==> config.mk <==
export PLATFORM = sky130hd
export DESIGN_NAME = dcb_master
export DESIGN_NICKNAME = d
export VERILOG_FILES = /design/src/rtl/dcb_pkg.sv /design/src/rtl/dcb_ack_sync.sv /design/src/rtl/dcb_lane_mux.sv /design/src/rtl/dcb_seq.sv /design/src/rtl/dcb_master.sv
export SDC_FILE = /design/constraint.sdc
export NUM_CORES = 1
export LEC_CHECK = 0
export BUFFER_PORTS_ARGS = -buffer_cell sky130_fd_sc_hd__buf_2
export CAP_MARGIN = 20
export CORE_MARGIN = 2
export CORE_UTILIZATION = 55
export DETAILED_ROUTE_END_ITERATION = 16
export PLACE_DENSITY_LB_ADDON = 0.1
export SLEW_MARGIN = 20
export SYNTH_ARGS = -nofsm -noshare
export SYNTH_HDL_FRONTEND = slang
export SYNTH_HIERARCHICAL = 1
export SYNTH_SLANG_ARGS = --single-unit
==> constraint.sdc <==
create_clock -name clk -period 4.7 [get_ports clk]
set_clock_uncertainty 0.05 [all_clocks]
set_input_delay 1.41 -clock clk [delete_from_list [all_inputs] [get_ports clk]]
set_output_delay 1.41 -clock clk [all_outputs]
set_load 0.005 [all_outputs]
==> src/rtl/dcb_pkg.sv <==
package dcb_pkg;

  typedef enum logic [2:0] {
    PH_IDLE,
    PH_SETUP,
    PH_STROBE,
    PH_WAIT,
    PH_HOLD
  } phase_e;

  // mode word field positions
  localparam int MW_CNT_LSB   = 0;
  localparam int MW_PACK      = 2;
  localparam int MW_INC       = 3;
  localparam int MW_RSEL_LSB  = 4;
  localparam int MW_SLV_LSB   = 7;
  localparam int MW_SACK      = 11;
  localparam int MW_AACK      = 12;
  localparam int MW_STRB_LSB  = 13;
  localparam int MW_HOLD_LSB  = 18;
  localparam int MW_SETUP_LSB = 23;
  localparam int MW_SWAP      = 28;

  localparam int TF_W   = 5;
  localparam int RSEL_W = 3;
  localparam int SLV_W  = 4;

  localparam logic [SLV_W-1:0] SLV_NONE = '1;

endpackage

==> src/rtl/dcb_ack_sync.sv <==
module dcb_ack_sync #(
  parameter int STAGES = 2
) (
  input  logic clk,
  input  logic rst,
  input  logic async_i,
  output logic sync_o
);
  logic [STAGES-1:0] sr_q;

  always_ff @(posedge clk) begin
    if (rst) sr_q <= '0;
    else     sr_q <= {sr_q[STAGES-2:0], async_i};
  end

  assign sync_o = sr_q[STAGES-1];
endmodule

==> src/rtl/dcb_lane_mux.sv <==
module dcb_lane_mux #(
  parameter int NB = 4,
  parameter int BW = 8,
  localparam int IW = (NB > 1) ? $clog2(NB) : 1
) (
  input  logic [NB*BW-1:0] word_i,
  input  logic [IW-1:0]    idx_i,
  input  logic             swap_i,
  input  logic [BW-1:0]    byte_i,
  output logic [BW-1:0]    byte_o,
  output logic [NB*BW-1:0] word_o
);
  logic [IW-1:0] lane;

  always_comb lane = swap_i ? idx_i : (IW'(NB - 1) - idx_i);

  assign byte_o = word_i[lane*BW +: BW];

  for (genvar g = 0; g < NB; g++) begin : g_lane
    assign word_o[g*BW +: BW] = (lane == IW'(g)) ? byte_i : word_i[g*BW +: BW];
  end
endmodule

==> src/rtl/dcb_seq.sv <==
module dcb_seq
  import dcb_pkg::*;
#(
  parameter int TW      = 5,
  parameter int IW      = 2,
  parameter int TIMEOUT = 32,
  localparam int TO_W   = $clog2(TIMEOUT + 1),
  localparam int CW     = (TO_W > TW) ? TO_W : TW
) (
  input  logic          clk,
  input  logic          rst,
  input  logic          start_i,
  input  logic [IW-1:0] last_idx_i,
  input  logic [TW-1:0] setup_i,
  input  logic [TW-1:0] strobe_i,
  input  logic [TW-1:0] hold_i,
  input  logic          ack_en_i,
  input  logic          ack_i,
  output phase_e        phase_o,
  output logic [IW-1:0] idx_o,
  output logic          byte_done_o,
  output logic          cs_end_o,
  output logic          err_o
);
  phase_e        ph_q, ph_d;
  logic [CW-1:0] cnt_q, cnt_d;
  logic [IW-1:0] idx_q, idx_d;
  logic          err_q, err_d;
  logic          enter_byte, leave_cs, finish_byte;
  logic [CW-1:0] strb_m1;

  always_comb strb_m1 = (strobe_i == '0) ? '0 : (CW'(strobe_i) - CW'(1));

  always_comb begin
    ph_d        = ph_q;
    cnt_d       = cnt_q;
    idx_d       = idx_q;
    err_d       = err_q;
    enter_byte  = 1'b0;
    leave_cs    = 1'b0;
    finish_byte = 1'b0;
    case (ph_q)
      PH_IDLE: if (start_i) begin
        err_d      = 1'b0;
        idx_d      = '0;
        enter_byte = 1'b1;
      end
      PH_SETUP: begin
        if (cnt_q == '0) begin
          ph_d  = PH_STROBE;
          cnt_d = strb_m1;
        end else cnt_d = cnt_q - CW'(1);
      end
      PH_STROBE: begin
        if (cnt_q == '0) begin
          if (ack_en_i) begin
            ph_d  = PH_WAIT;
            cnt_d = CW'(TIMEOUT - 1);
          end else leave_cs = 1'b1;
        end else cnt_d = cnt_q - CW'(1);
      end
      PH_WAIT: begin
        if (ack_i) leave_cs = 1'b1;
        else if (cnt_q == '0) begin
          err_d    = 1'b1;
          leave_cs = 1'b1;
        end else cnt_d = cnt_q - CW'(1);
      end
      PH_HOLD: begin
        if (cnt_q == '0) finish_byte = 1'b1;
        else cnt_d = cnt_q - CW'(1);
      end
      default: ph_d = PH_IDLE;
    endcase
    if (leave_cs) begin
      if (hold_i != '0) begin
        ph_d  = PH_HOLD;
        cnt_d = CW'(hold_i) - CW'(1);
      end else finish_byte = 1'b1;
    end
    if (finish_byte) begin
      if (idx_q == last_idx_i) ph_d = PH_IDLE;
      else begin
        idx_d      = idx_q + IW'(1);
        enter_byte = 1'b1;
      end
    end
    if (enter_byte) begin
      if (setup_i != '0) begin
        ph_d  = PH_SETUP;
        cnt_d = CW'(setup_i) - CW'(1);
      end else begin
        ph_d  = PH_STROBE;
        cnt_d = strb_m1;
      end
    end
  end

  always_ff @(posedge clk) begin
    if (rst) begin
      ph_q  <= PH_IDLE;
      cnt_q <= '0;
      idx_q <= '0;
      err_q <= 1'b0;
    end else begin
      ph_q  <= ph_d;
      cnt_q <= cnt_d;
      idx_q <= idx_d;
      err_q <= err_d;
    end
  end

  assign phase_o     = ph_q;
  assign idx_o       = idx_q;
  assign err_o       = err_q;
  assign cs_end_o    = leave_cs;
  assign byte_done_o = finish_byte;


  err_rise_chk: assert property (@(posedge clk) disable iff (rst)
    $rose(err_q) |-> $past(ph_q == PH_WAIT));


  idx_range_chk: assert property (@(posedge clk) disable iff (rst)
    (ph_q != PH_IDLE) |-> (idx_q <= last_idx_i));


  strobe_hold_chk: assert property (@(posedge clk) disable iff (rst)
    (ph_q == PH_STROBE && cnt_q != '0) |=> (ph_q == PH_STROBE));
endmodule

==> src/rtl/dcb_master.sv <==
module dcb_master
  import dcb_pkg::*;
#(
  parameter int TIMEOUT     = 32,
  parameter int SYNC_STAGES = 2,
  parameter int DATA_W      = 32,
  parameter int BYTE_W      = 8,
  localparam int NB         = DATA_W / BYTE_W,
  localparam int IW         = (NB > 1) ? $clog2(NB) : 1
) (
  input  logic              clk,
  input  logic              rst,
  input  logic              mode_we,
  input  logic [31:0]       mode_wdata,
  input  logic              data_we,
  input  logic [DATA_W-1:0] data_wdata,
  input  logic              data_rd,
  output logic [DATA_W-1:0] rdata,
  output logic              busy,
  output logic              err,
  output logic [SLV_W-1:0]  bus_slave,
  output logic [RSEL_W-1:0] bus_rsel,
  output logic              bus_cs,
  output logic              bus_oe,
  output logic [BYTE_W-1:0] bus_dout,
  input  logic [BYTE_W-1:0] bus_din,
  input  logic              sync_ack,
  input  logic              async_ack
);
  logic [31:0]       mode_q;
  logic [DATA_W-1:0] data_q, data_merged;
  logic              rd_q;
  phase_e            phase;
  logic [IW-1:0]     idx, last_idx;
  logic              byte_done, cs_end, start_go, host_ok;
  logic              aack_s, ack_in;
  logic [1:0]        cnt_f;

  assign cnt_f     = mode_q[MW_CNT_LSB +: 2];
  assign bus_slave = mode_q[MW_SLV_LSB +: SLV_W];
  assign bus_rsel  = mode_q[MW_RSEL_LSB +: RSEL_W];

  always_comb begin
    if (mode_q[MW_PACK] || cnt_f == 2'd0) last_idx = IW'(NB - 1);
    else                                   last_idx = IW'(cnt_f) - IW'(1);
  end

  assign busy     = (phase != PH_IDLE);
  assign host_ok  = !busy;
  assign start_go = host_ok && (data_we || data_rd) && (bus_slave != SLV_NONE);
  assign ack_in   = (mode_q[MW_SACK] && sync_ack) || (mode_q[MW_AACK] && aack_s);

  dcb_ack_sync #(.STAGES(SYNC_STAGES)) u_sync (
    .clk     (clk),
    .rst     (rst),
    .async_i (async_ack),
    .sync_o  (aack_s)
  );

  dcb_seq #(.TW(TF_W), .IW(IW), .TIMEOUT(TIMEOUT)) u_seq (
    .clk         (clk),
    .rst         (rst),
    .start_i     (start_go),
    .last_idx_i  (last_idx),
    .setup_i     (mode_q[MW_SETUP_LSB +: TF_W]),
    .strobe_i    (mode_q[MW_STRB_LSB +: TF_W]),
    .hold_i      (mode_q[MW_HOLD_LSB +: TF_W]),
    .ack_en_i    (mode_q[MW_SACK] || mode_q[MW_AACK]),
    .ack_i       (ack_in),
    .phase_o     (phase),
    .idx_o       (idx),
    .byte_done_o (byte_done),
    .cs_end_o    (cs_end),
    .err_o       (err)
  );

  dcb_lane_mux #(.NB(NB), .BW(BYTE_W)) u_lane (
    .word_i (data_q),
    .idx_i  (idx),
    .swap_i (mode_q[MW_SWAP]),
    .byte_i (bus_din),
    .byte_o (bus_dout),
    .word_o (data_merged)
  );

  always_ff @(posedge clk) begin
    if (rst) begin
      mode_q <= '0;
      data_q <= '0;
      rd_q   <= 1'b0;
    end else begin
      if (host_ok && mode_we) mode_q <= mode_wdata;
      if (host_ok && data_we) data_q <= data_wdata;
      if (start_go) rd_q <= !data_we;
      if (byte_done && mode_q[MW_INC])
        mode_q[MW_RSEL_LSB +: RSEL_W] <= bus_rsel + RSEL_W'(1);
      if (cs_end && rd_q) data_q <= data_merged;
    end
  end

  assign rdata  = data_q;
  assign bus_cs = (phase == PH_STROBE) || (phase == PH_WAIT);
  assign bus_oe = busy && !rd_q;


  start_busy_chk: assert property (@(posedge clk) disable iff (rst)
    start_go |=> busy);


  cs_busy_chk: assert property (@(posedge clk) disable iff (rst)
    bus_cs |-> busy);


  reserved_chk: assert property (@(posedge clk) disable iff (rst)
    ((data_we || data_rd) && !busy && bus_slave == SLV_NONE) |=> !busy);


  ignore_slave_chk: assert property (@(posedge clk) disable iff (rst)
    (busy && mode_we) |=> $stable(bus_slave));


  ignore_data_chk: assert property (@(posedge clk) disable iff (rst)
    (busy && !rd_q && data_we) |=> $stable(rdata));
endmodule

Word level (Yosys, flattened, before mapping)
Cells that the tools add are included.
- bits in registers: 76
- input bits: 79
- logic and storage cells: 122
- output and inout bits: 51
- reductions and logical operators: 34
- shift-type cells: 1
- add/sub/neg operators: 8
- equal/unequal tests: 16
- multiplexer cells: 51
- operator list (cell ; count):
    32-bit 2-to-1 mux ; 2
    6-bit 2-to-1 mux ; 10
    8-bit 2-to-1 mux ; 4
    32-bit by 6-bit variable part select with 8-bit output ; 1
    3-bit 2-to-1 mux ; 9
    6-bit one-hot mux with 4 select lines ; 1
    5-bit by 1-bit subtractor with 6-bit output, second input constant ; 3
    1-bit 2-to-1 mux ; 14
    2-bit 2-to-1 mux ; 7
    2-bit by 1-bit inequality test with 1-bit output, second input constant ; 5
    5-bit nonzero test ; 2
    1-bit logical AND ; 9
    3-bit one-hot mux with 3 select lines ; 1
    2-bit AND reduction ; 4
    7-bit 2-to-1 mux ; 1
    3-bit by 2-bit == test with 1-bit output, second input constant ; 2
    6-bit zero test ; 1
    2-bit nonzero test ; 3
    6-bit by 1-bit subtractor with 6-bit output, second input constant ; 1
    5-bit zero test ; 1
    1-bit logical OR ; 5
    2-bit == test, second input constant ; 2
    2-bit zero test ; 2
    2-bit inequality test, second input constant ; 2
    15 further kinds ; 18

Logic depth before layout (Yosys ltp)
Gate-level depths: netlist (run 1).
- word-level depth: 9
- mapped depth: 11
- gate-level depth less buffers: 11

Cells and area by module
The synthesis (run 1) kept the hierarchy.
- modules (own cells, without submodules) (module ; area an instance (µm²) ; times used ; cells an instance ; sequential area each (µm²)):
    dcb_master ; 2700.1 ; 1 ; 342 ; 1241.2
    dcb_seq ; 1412.6 ; 1 ; 200 ; 240.2
    dcb_lane_mux ; 716.9 ; 1 ; 52 ; 0.0
    dcb_ack_sync ; 52.6 ; 1 ; 4 ; 40.0

Worst setup path after synthesis (run 1)
No wires, ideal clock.
- path kind: input-to-reg
- start: input port sync_ack
- end: register data_q[0], in the netlist rdata[0]
- library setup time: 0.091 ns
- buffers on the path: 2
- data arrival time: 3.159 ns
- setup slack: 1.400 ns
- cell stages on the path: 10
- required time: 4.559 ns
- cells stage by stage: a22o_1 -> and2_1 -> a31o_2 -> o21ai_2 -> inv_2 -> and2_1 -> or2_1 -> buf_2 -> buf_2 -> a311oi_1
- cells in the longest elaborated chain, start to end: 7
- elaborated cells between the ends (all ways): 9
- classes of those cells: 1 x eq/ne; 3 x mux; 5 x reduce/logical
- RTL lines (element ; line ; source):
    start: declaration ; dcb_master.sv:27 ; input logic sync_ack,
    1-bit logical AND (*) ; dcb_master.sv:51 ; assign ack_in = (mode_q[MW_SACK] && sync_ack) || (mode_q[MW_AACK] && aack_s);
    1-bit logical OR (*) ; dcb_master.sv:51 ;
    1-bit 2-to-1 mux (*) ; dcb_seq.sv:63 ; if (ack_i) leave_cs = 1'b1;
    1-bit one-hot mux with 2 select lines (*) ; dcb_seq.sv:42 ; case (ph_q)
    net cs_end ; dcb_master.sv:35 ; logic byte_done, cs_end, start_go, host_ok;
    1-bit logical AND (*) ; dcb_master.sv:97 ; if (cs_end && rd_q) data_q <= data_merged;
    2-bit by 1-bit inequality test with 1-bit output (no line) / 2-bit nonzero test (equally long branches) ; n/a ;
    2-bit AND reduction (no line) ; n/a ;
    end signal: assignment ; dcb_master.sv:93 ; if (host_ok && data_we) data_q <= data_wdata;
    end signal: assignment ; dcb_master.sv:97 ;
    end: declaration ; dcb_master.sv:31 ; logic [DATA_W-1:0] data_q, data_merged;
The timed path passes the listed nets; every way through them passes the cells marked *.
A chain may end at the register's enable or synchronous reset.

Worst setup path after layout (run 1)
- start: register mode_q[28]
- end: output port bus_dout[5]
- cells in the longest elaborated chain, start to end: 2
- RTL lines (element ; line ; source):
    start: declaration ; dcb_master.sv:30 ; logic [31:0] mode_q;
    start signal: assignment ; dcb_master.sv:92 ; if (host_ok && mode_we) mode_q <= mode_wdata;
    start signal: indexed assignment ; dcb_master.sv:96 ; mode_q[MW_RSEL_LSB +: RSEL_W] <= bus_rsel + RSEL_W'(1);
    2-bit 2-to-1 mux ; dcb_lane_mux.sv:15 ; always_comb lane = swap_i ? idx_i : (IW'(NB - 1) - idx_i);
    32-bit by 6-bit variable part select with 8-bit output ; dcb_lane_mux.sv:17 ; assign byte_o = word_i[lane*BW +: BW];
    end: declaration ; dcb_master.sv:25 ; output logic [BYTE_W-1:0] bus_dout,
No other way between the ends.

==> results of run 1 <==
## layout by cell type, fill, tap and decap left out, types with 6 or more instances in the layout
master	n
mux2_2	34
nand2_1	136
nor2_1	30
nand3_1	6
a311oi_1	38
inv_1	16
dfxtp_1	76
ha_1	7
o21ai_0	11
buf_2	126
clkbuf_8	11
a21oi_1	40
nor3_1	49
## flip-flops by register name, indices dropped and copies added, names as in the netlist
register / flops
u_seq/idx_o: 2
u_seq/phase_o: 3
rdata: 32
u_seq/cnt_q: 6
mode_q: 29
u_seq/err_o: 1
u_sync/sr_q: 2
rd_q: 1
## metrics by stage
step           hold slack, ps  utilization, %  power, uW
6_report                  413            65.2       3140
5_1_grt                   427            65.2       3390
4_1_cts                   409            65.2       3130
3_5_place_dp              389            63.1       2650
3_3_place_gp              373            62.9       2600
2_1_floorplan             364               -       2200
## cell usage after synthesis, types with 2 or more instances
cell type | count | area [um2]
a2111oi_0 | 2 | 17.5
a211oi_1 | 3 | 22.5
a21oi_1 | 40 | 200
a21oi_2 | 2 | 17.5
a22o_1 | 2 | 17.5
a311oi_1 | 38 | 333
a31oi_1 | 5 | 31.3
and2_1 | 4 | 25.0
and2b_2 | 2 | 17.5
and3_1 | 3 | 18.8
buf_2 | 12 | 60.1
buf_4 | 11 | 82.6
buf_6 | 2 | 22.5
clkbuf_1 | 18 | 67.6
dfxtp_1 | 76 | 1520
ha_1 | 7 | 87.6
inv_1 | 16 | 60.1
mux2_2 | 34 | 383
mux2i_1 | 2 | 20.0
mux2i_4 | 3 | 67.6
mux4_1 | 5 | 131
mux4_2 | 3 | 67.6
nand2_1 | 136 | 510
nand2_2 | 2 | 12.5
nand2b_1 | 3 | 18.8
nand3_1 | 6 | 30.0
nand3b_1 | 2 | 15.0
nand4_1 | 4 | 25.0
nor2_1 | 30 | 113
nor2b_1 | 5 | 31.3
nor3_1 | 49 | 245
nor4_1 | 3 | 18.8
nor4b_1 | 2 | 17.5
nor4b_4 | 2 | 47.6
o211ai_1 | 3 | 22.5
o21ai_0 | 11 | 55.1
o21ai_1 | 2 | 10.0
o311ai_0 | 2 | 17.5
o31ai_1 | 2 | 15.0
or3_1 | 4 | 25.0
or3b_1 | 2 | 17.5
xnor2_1 | 3 | 26.3
xor2_1 | 5 | 43.8
## where the power goes
part	total, uW	switching, uW	internal (uW)	leakage [uW]
Sequential	1040	233	809	0.000627
Combinational	1620	903	720	0.00170
Clock	479	258	220	0.0000876
## path summary, 6_finish.rpt
path             startpoint             end  depth (start not counted)
max              mode_q[28]     bus_dout[5]                          3
min          u_sync/sr_q[0]  u_sync/sr_q[1]                          1
max reg2reg  u_seq/cnt_q[0]        rdata[6]                         10
min reg2reg  u_sync/sr_q[0]  u_sync/sr_q[1]                          1
## kinds of logic (layout without fill, tap and decap cells)
family	after synthesis	after routing	share of synthesized area [%]
XOR/XNOR	9	9	2.00
AO/OA/AOI/OAI	126	126	18.3
AND/OR/NAND/NOR	272	272	26.9
adder cells (fa/ha/maj)	7	7	1.79
multiplexers	47	47	13.7
buffers and inverters	61	165	6.15
flip-flops	76	76	31.2
## cell type report
class	instances	area share, %
Timing Repair Buffer	132	12.1
Inverter	17	1.13
Tap cell	108	2.39
Clock inverter	5	0.641
Clock buffer	11	2.67
Multi-Input combinational cell	461	54.2
Sequential cell	76	26.9
## metal layers
metal	part of all wire, %	up-vias
met5	0	-
met4	2.8	0
met3	7.1	36
met2	45	218
met1	45	2270
li1	-	2378
## critical path, stage by stage (launching register included)
cell and delay (ps):
dfxtp_1 760, xor2_1 770, mux4_1 410, buf_2 140
==> out/summary.txt, run 1 <==
Rel. slew slack -> 34.0%
Starting Density -> 56.3%
final non-filler cell total -> 810
setup TNS -> 0 ps
syn nets -> 684
vias -> 4902
#FFs+latches synth -> 76
EDFF count, synth -> 0
DRT iter0 DRCs -> 319
met2 usage -> 42.6%
CTS Hold Bufs -> 0
Final Max Slew Viols -> 0
CTS tree -> built
Die Y -> 98.2 um
synth warn -> 6
hold crit path type -> flop to flop
Post-synth ARST share -> 0%
grt total ovfl -> 0
register area share after synthesis -> 31.2%
GPL Wtd Cong -> 0.963
Leak -> 0.00241 uW
Clock Root Buffer -> clkbuf_8
fillers -> 768
cell area after placement -> 5470 um2
synth unique cells -> 73
final worst setup slack -> 799 ps
DP Wirelength -> 9.83 mm
Max Clk Rate -> 256 MHz
FF/Latch Area -> 1520 um2
total die area -> 9650 um2
Final Cell Area -> 5660 um2
CTS sink cnt -> 76
M3 GR Usage -> 4.72%
Pre-Repair DR Iteration Count -> 5
Core Area -> 8680 um2
DR WL/cell -> 17.0 um
RSZ-0062 raised after global routing -> false
FF-to-FF setup slack -> 1800 ps
first-pass GRT wire length -> 22.6 mm
area grow syn2layout -> 16.0%
post_cts resized -> 0
initial antenna violation count -> 0
placed cell count -> 794
share of cells above drive strength 1 -> 30.1%
fin nets -> 783
crit-path max FO -> 8
Syn Inst Count -> 598
I/O Buffers -> 126
ys flop type -> dfxtp_1
io pins -> 130
residual DRC count -> 0
Ant. Diodes -> 0
cell area power density -> 555 nW/um2
Die X -> 98.2 um
setup violators final -> 0
critical path endpoint category -> output port
CP startpoint kind -> flop
pre-CTS setup slack -> 743 ps
wirelength, routed -> 13.8 mm
Worst EP arrival -> 2440 ps
Site Rows -> 34
Detail Route Antenna Nets -> 0
Mapped Area -> 4880 um2
crit path time final -> 3900 ps
status -> completed
clock insertion delay at the later pin of the skew report -> 360 ps
vias in the first global route -> 4592
via/cell ratio -> 6.05
Worst-path clk slew -> 80 ps
CTS Buf Count -> 9
CP Data Required Time -> 3240 ps
maxcap violations -> 0
footprint of the multi-input gates -> 3070 um2
htree depth -> 3
Clock Tree Buf Depth -> 2
GR Util met1 -> 41.8%
VDD IR max -> 0.000269 V
pin count of the biggest net entering global routing -> 65
syn avg cell area -> 8.16 um2
Hold Violations, Final -> 0
GRT busiest layer -> met2
actual slew at the worst max-slew pin -> 990 ps
critical path type -> flop to output port
post-CTS setup buffers -> 0
Tcrit/Tclk final -> 83.0%
Total GRT Usage -> 28.7%
Note: power is estimated with default switching activity, not from simulation.
==> run 2: changes to the inputs <==
--- a/config.mk
+++ b/config.mk
@@ -8,7 +8,7 @@
 export BUFFER_PORTS_ARGS = -buffer_cell sky130_fd_sc_hd__buf_2
 export CAP_MARGIN = 20
 export CORE_MARGIN = 2
-export CORE_UTILIZATION = 55
+export CORE_UTILIZATION = 48
 export DETAILED_ROUTE_END_ITERATION = 16
 export PLACE_DENSITY_LB_ADDON = 0.1
 export SLEW_MARGIN = 20
==> constraint.sdc (replaced) <==
create_clock -name clk -period 3.2 [get_ports clk]
set_clock_uncertainty 0.05 [all_clocks]
set_input_delay 0.96 -clock clk [delete_from_list [all_inputs] [get_ports clk]]
set_output_delay 0.96 -clock clk [all_outputs]
set_load 0.005 [all_outputs]
==> out/summary.txt, run 2 (synthesis gave the netlist of run 1 again) <==
htree depth -> 3 (unchanged)
hold crit path type -> flop to flop
crit-path max FO -> 10 (+2)
residual DRC count -> 0 (unchanged)
total die area -> 11000 um2 (+14%)
CP Cell Sequence -> xor2_4 -> mux4_1 -> buf_2
VDD IR max -> 0.000306 V (+14%)
clock insertion delay at the later pin of the skew report -> 360 ps (about the same)
GPL Wtd Cong -> 0.915 (-4.9%)
RSZ-0062 raised after global routing -> false
Leak -> 0.00248 uW (+2.8%)
CTS sink cnt -> 76 (unchanged)
DR WL/cell -> 17.0 um (-0.17%)
Ant. Diodes -> 0 (unchanged)
wirelength, routed -> 14.4 mm (+4.3%)
Max Clk Rate -> 331 MHz
placed cell count -> 830 (+4.5%)
CTS tree -> built
setup violators final -> 0 (unchanged)
pin count of the biggest net entering global routing -> 65 (unchanged)
cell area power density -> 813 nW/um2 (+46%)
maxcap violations -> 0 (unchanged)
fin nets -> 794 (+1.4%)
crit path time final -> 3020 ps
Pre-Repair DR Iteration Count -> 5 (unchanged)
Final Max Slew Viols -> 0 (unchanged)
Detail Route Antenna Nets -> 0 (unchanged)
actual slew at the worst max-slew pin -> 989 ps (-0.901 ps)
CP startpoint kind -> flop
Total GRT Usage -> 26.1% (-2.6 points)
first-pass GRT wire length -> 23.4 mm (+3.3%)
final non-filler cell total -> 846 (+4.4%)
DRT iter0 DRCs -> 411 (+29%)
vias in the first global route -> 4515 (-1.7%)
Starting Density -> 49.7% (-6.5 points)
pre-CTS setup slack -> 50.3 ps (-693 ps)
Clock Tree Buf Depth -> 2 (unchanged)
Die Y -> 105 um (+6.8%)
Worst-path clk slew -> 90 ps (about the same)
DP Wirelength -> 10.3 mm (+4.6%)
grt total ovfl -> 0 (unchanged)
setup TNS -> 0 ps (unchanged)
Clock Root Buffer -> clkbuf_8
critical path endpoint category -> output port
post-layout util -> 58.9% (-6.3 points)
critical path type -> flop to output port
CP peak stage delay -> 630 ps (-140 ps)
Worst EP arrival -> 2010 ps (-430 ps)
share of cells above drive strength 1 -> 31.3% (+1.2 points)
status -> completed
via/cell ratio -> 5.80 (-4.2%)
Die X -> 105 um (+6.8%)
fillers -> 969 (+26%)
I/O Buffers -> 126 (unchanged)
most common cell after layout, fill and taps aside -> nand2_1
io pins -> 130 (unchanged)
Critical Path Slowest Stage Cell -> mux4_1
Rel. slew slack -> 34.1% (+0.060 points)
area grow syn2layout -> 18.5%
Hold Violations, Final -> 0 (unchanged)
Site Rows -> 36 (+5.9%)
Tcrit/Tclk final -> 94.3%
CTS Buf Count -> 9 (unchanged)
initial antenna violation count -> 0 (unchanged)
commonest cells after routing, fill and taps aside -> nand2_1 (136), buf_2 (126), dfxtp_1 (75)
max reg flops -> 32 (unchanged)
vias -> 4905 (+0.061%)
Core Area -> 9820 um2 (+13%)
final worst setup slack -> 183 ps (-616 ps)
CP Data Required Time -> 2190 ps (-1050 ps)
hold slack final -> 394 ps (-18.6 ps)
CTS Hold Bufs -> 0 (unchanged)
-- run 2: changes by cell type in the layout (fill, tap and decap cells not counted) --
| cell | delta |
|---|---|
| inv_6 | +3 |
| inv_8 | +2 |
| clkinv_4 | +1 |
| clkinvlp_4 | -3 |
| buf_12 | +1 |
| buf_4 | +11 |
| clkinv_2 | -1 |
| clkbuf_8 | -2 |
| buf_8 | -1 |
| dfxtp_1 | -1 |
| dfxtp_2 | +1 |
-- run 2: routing by layer --
| layer | wire (um) | part of all wire [%] | GRT usage, % |
|---|---|---|---|
| met4 | 151 | 1.0 | 7.05 |
| met5 | 0 | 0 | 0 |
| met1 | 6780 | 47 | 38.8 |
| met2 | 6410 | 45 | 39.2 |
| met3 | 1050 | 7.3 | 3.93 |
-- run 2: cell type report --
cell class / count / area [um2] / area share (%)
clock inverters: 7 / 66.3 / 1.15
inverters: 17 / 63.8 / 1.10
flip-flops and latches: 76 / 1520 / 26.3
multi-input cells: 461 / 3070 / 53.1
repair buffers: 143 / 771 / 13.3
well taps: 133 / 166 / 2.88
clock buffers: 9 / 124 / 2.14
-- run 2: worst paths after layout --
path / start / endpoint / slack (ps) / cells after the start
worst max register to register: u_seq/phase_o[0] / u_seq/cnt_q[1] / 570 / 6
worst max-delay path: u_seq/idx_o[0] / bus_dout[1] / 180 / 3
worst min-delay path: u_sync/sr_q[0] / u_sync/sr_q[1] / 390 / 1
worst min register to register: u_sync/sr_q[0] / u_sync/sr_q[1] / 390 / 1
-- run 2: timing repair --
action / in CTS / in global routing
setup buffers: 0 / 0
setup endpoints to repair: 0 / 2
resized for setup: 0 / 1
-- run 2: report_power, final --
group / switching (uW) / total, uW / internal (uW)
Sequential: 281 / 1470 / 1190
Combinational: 1410 / 2510 / 1090
Clock: 425 / 729 / 304
Total: 2120 / 4700 / 2590
-- run 2: per-stage QoR --
step,power (uW),cell area (um2)
after floorplan,3230,4880
after global placement,3900,5590
after detailed placement,3950,5590
after CTS,4680,5780
after global routing,5050,5780
final,4700,5780
-- run 2: worst max-delay path: cells and delay by family, from the launching register on --
family	cells	cell delay, ps
flops	1	470
mux	1	630
buf+inv	1	150
xor+xnor	1	400
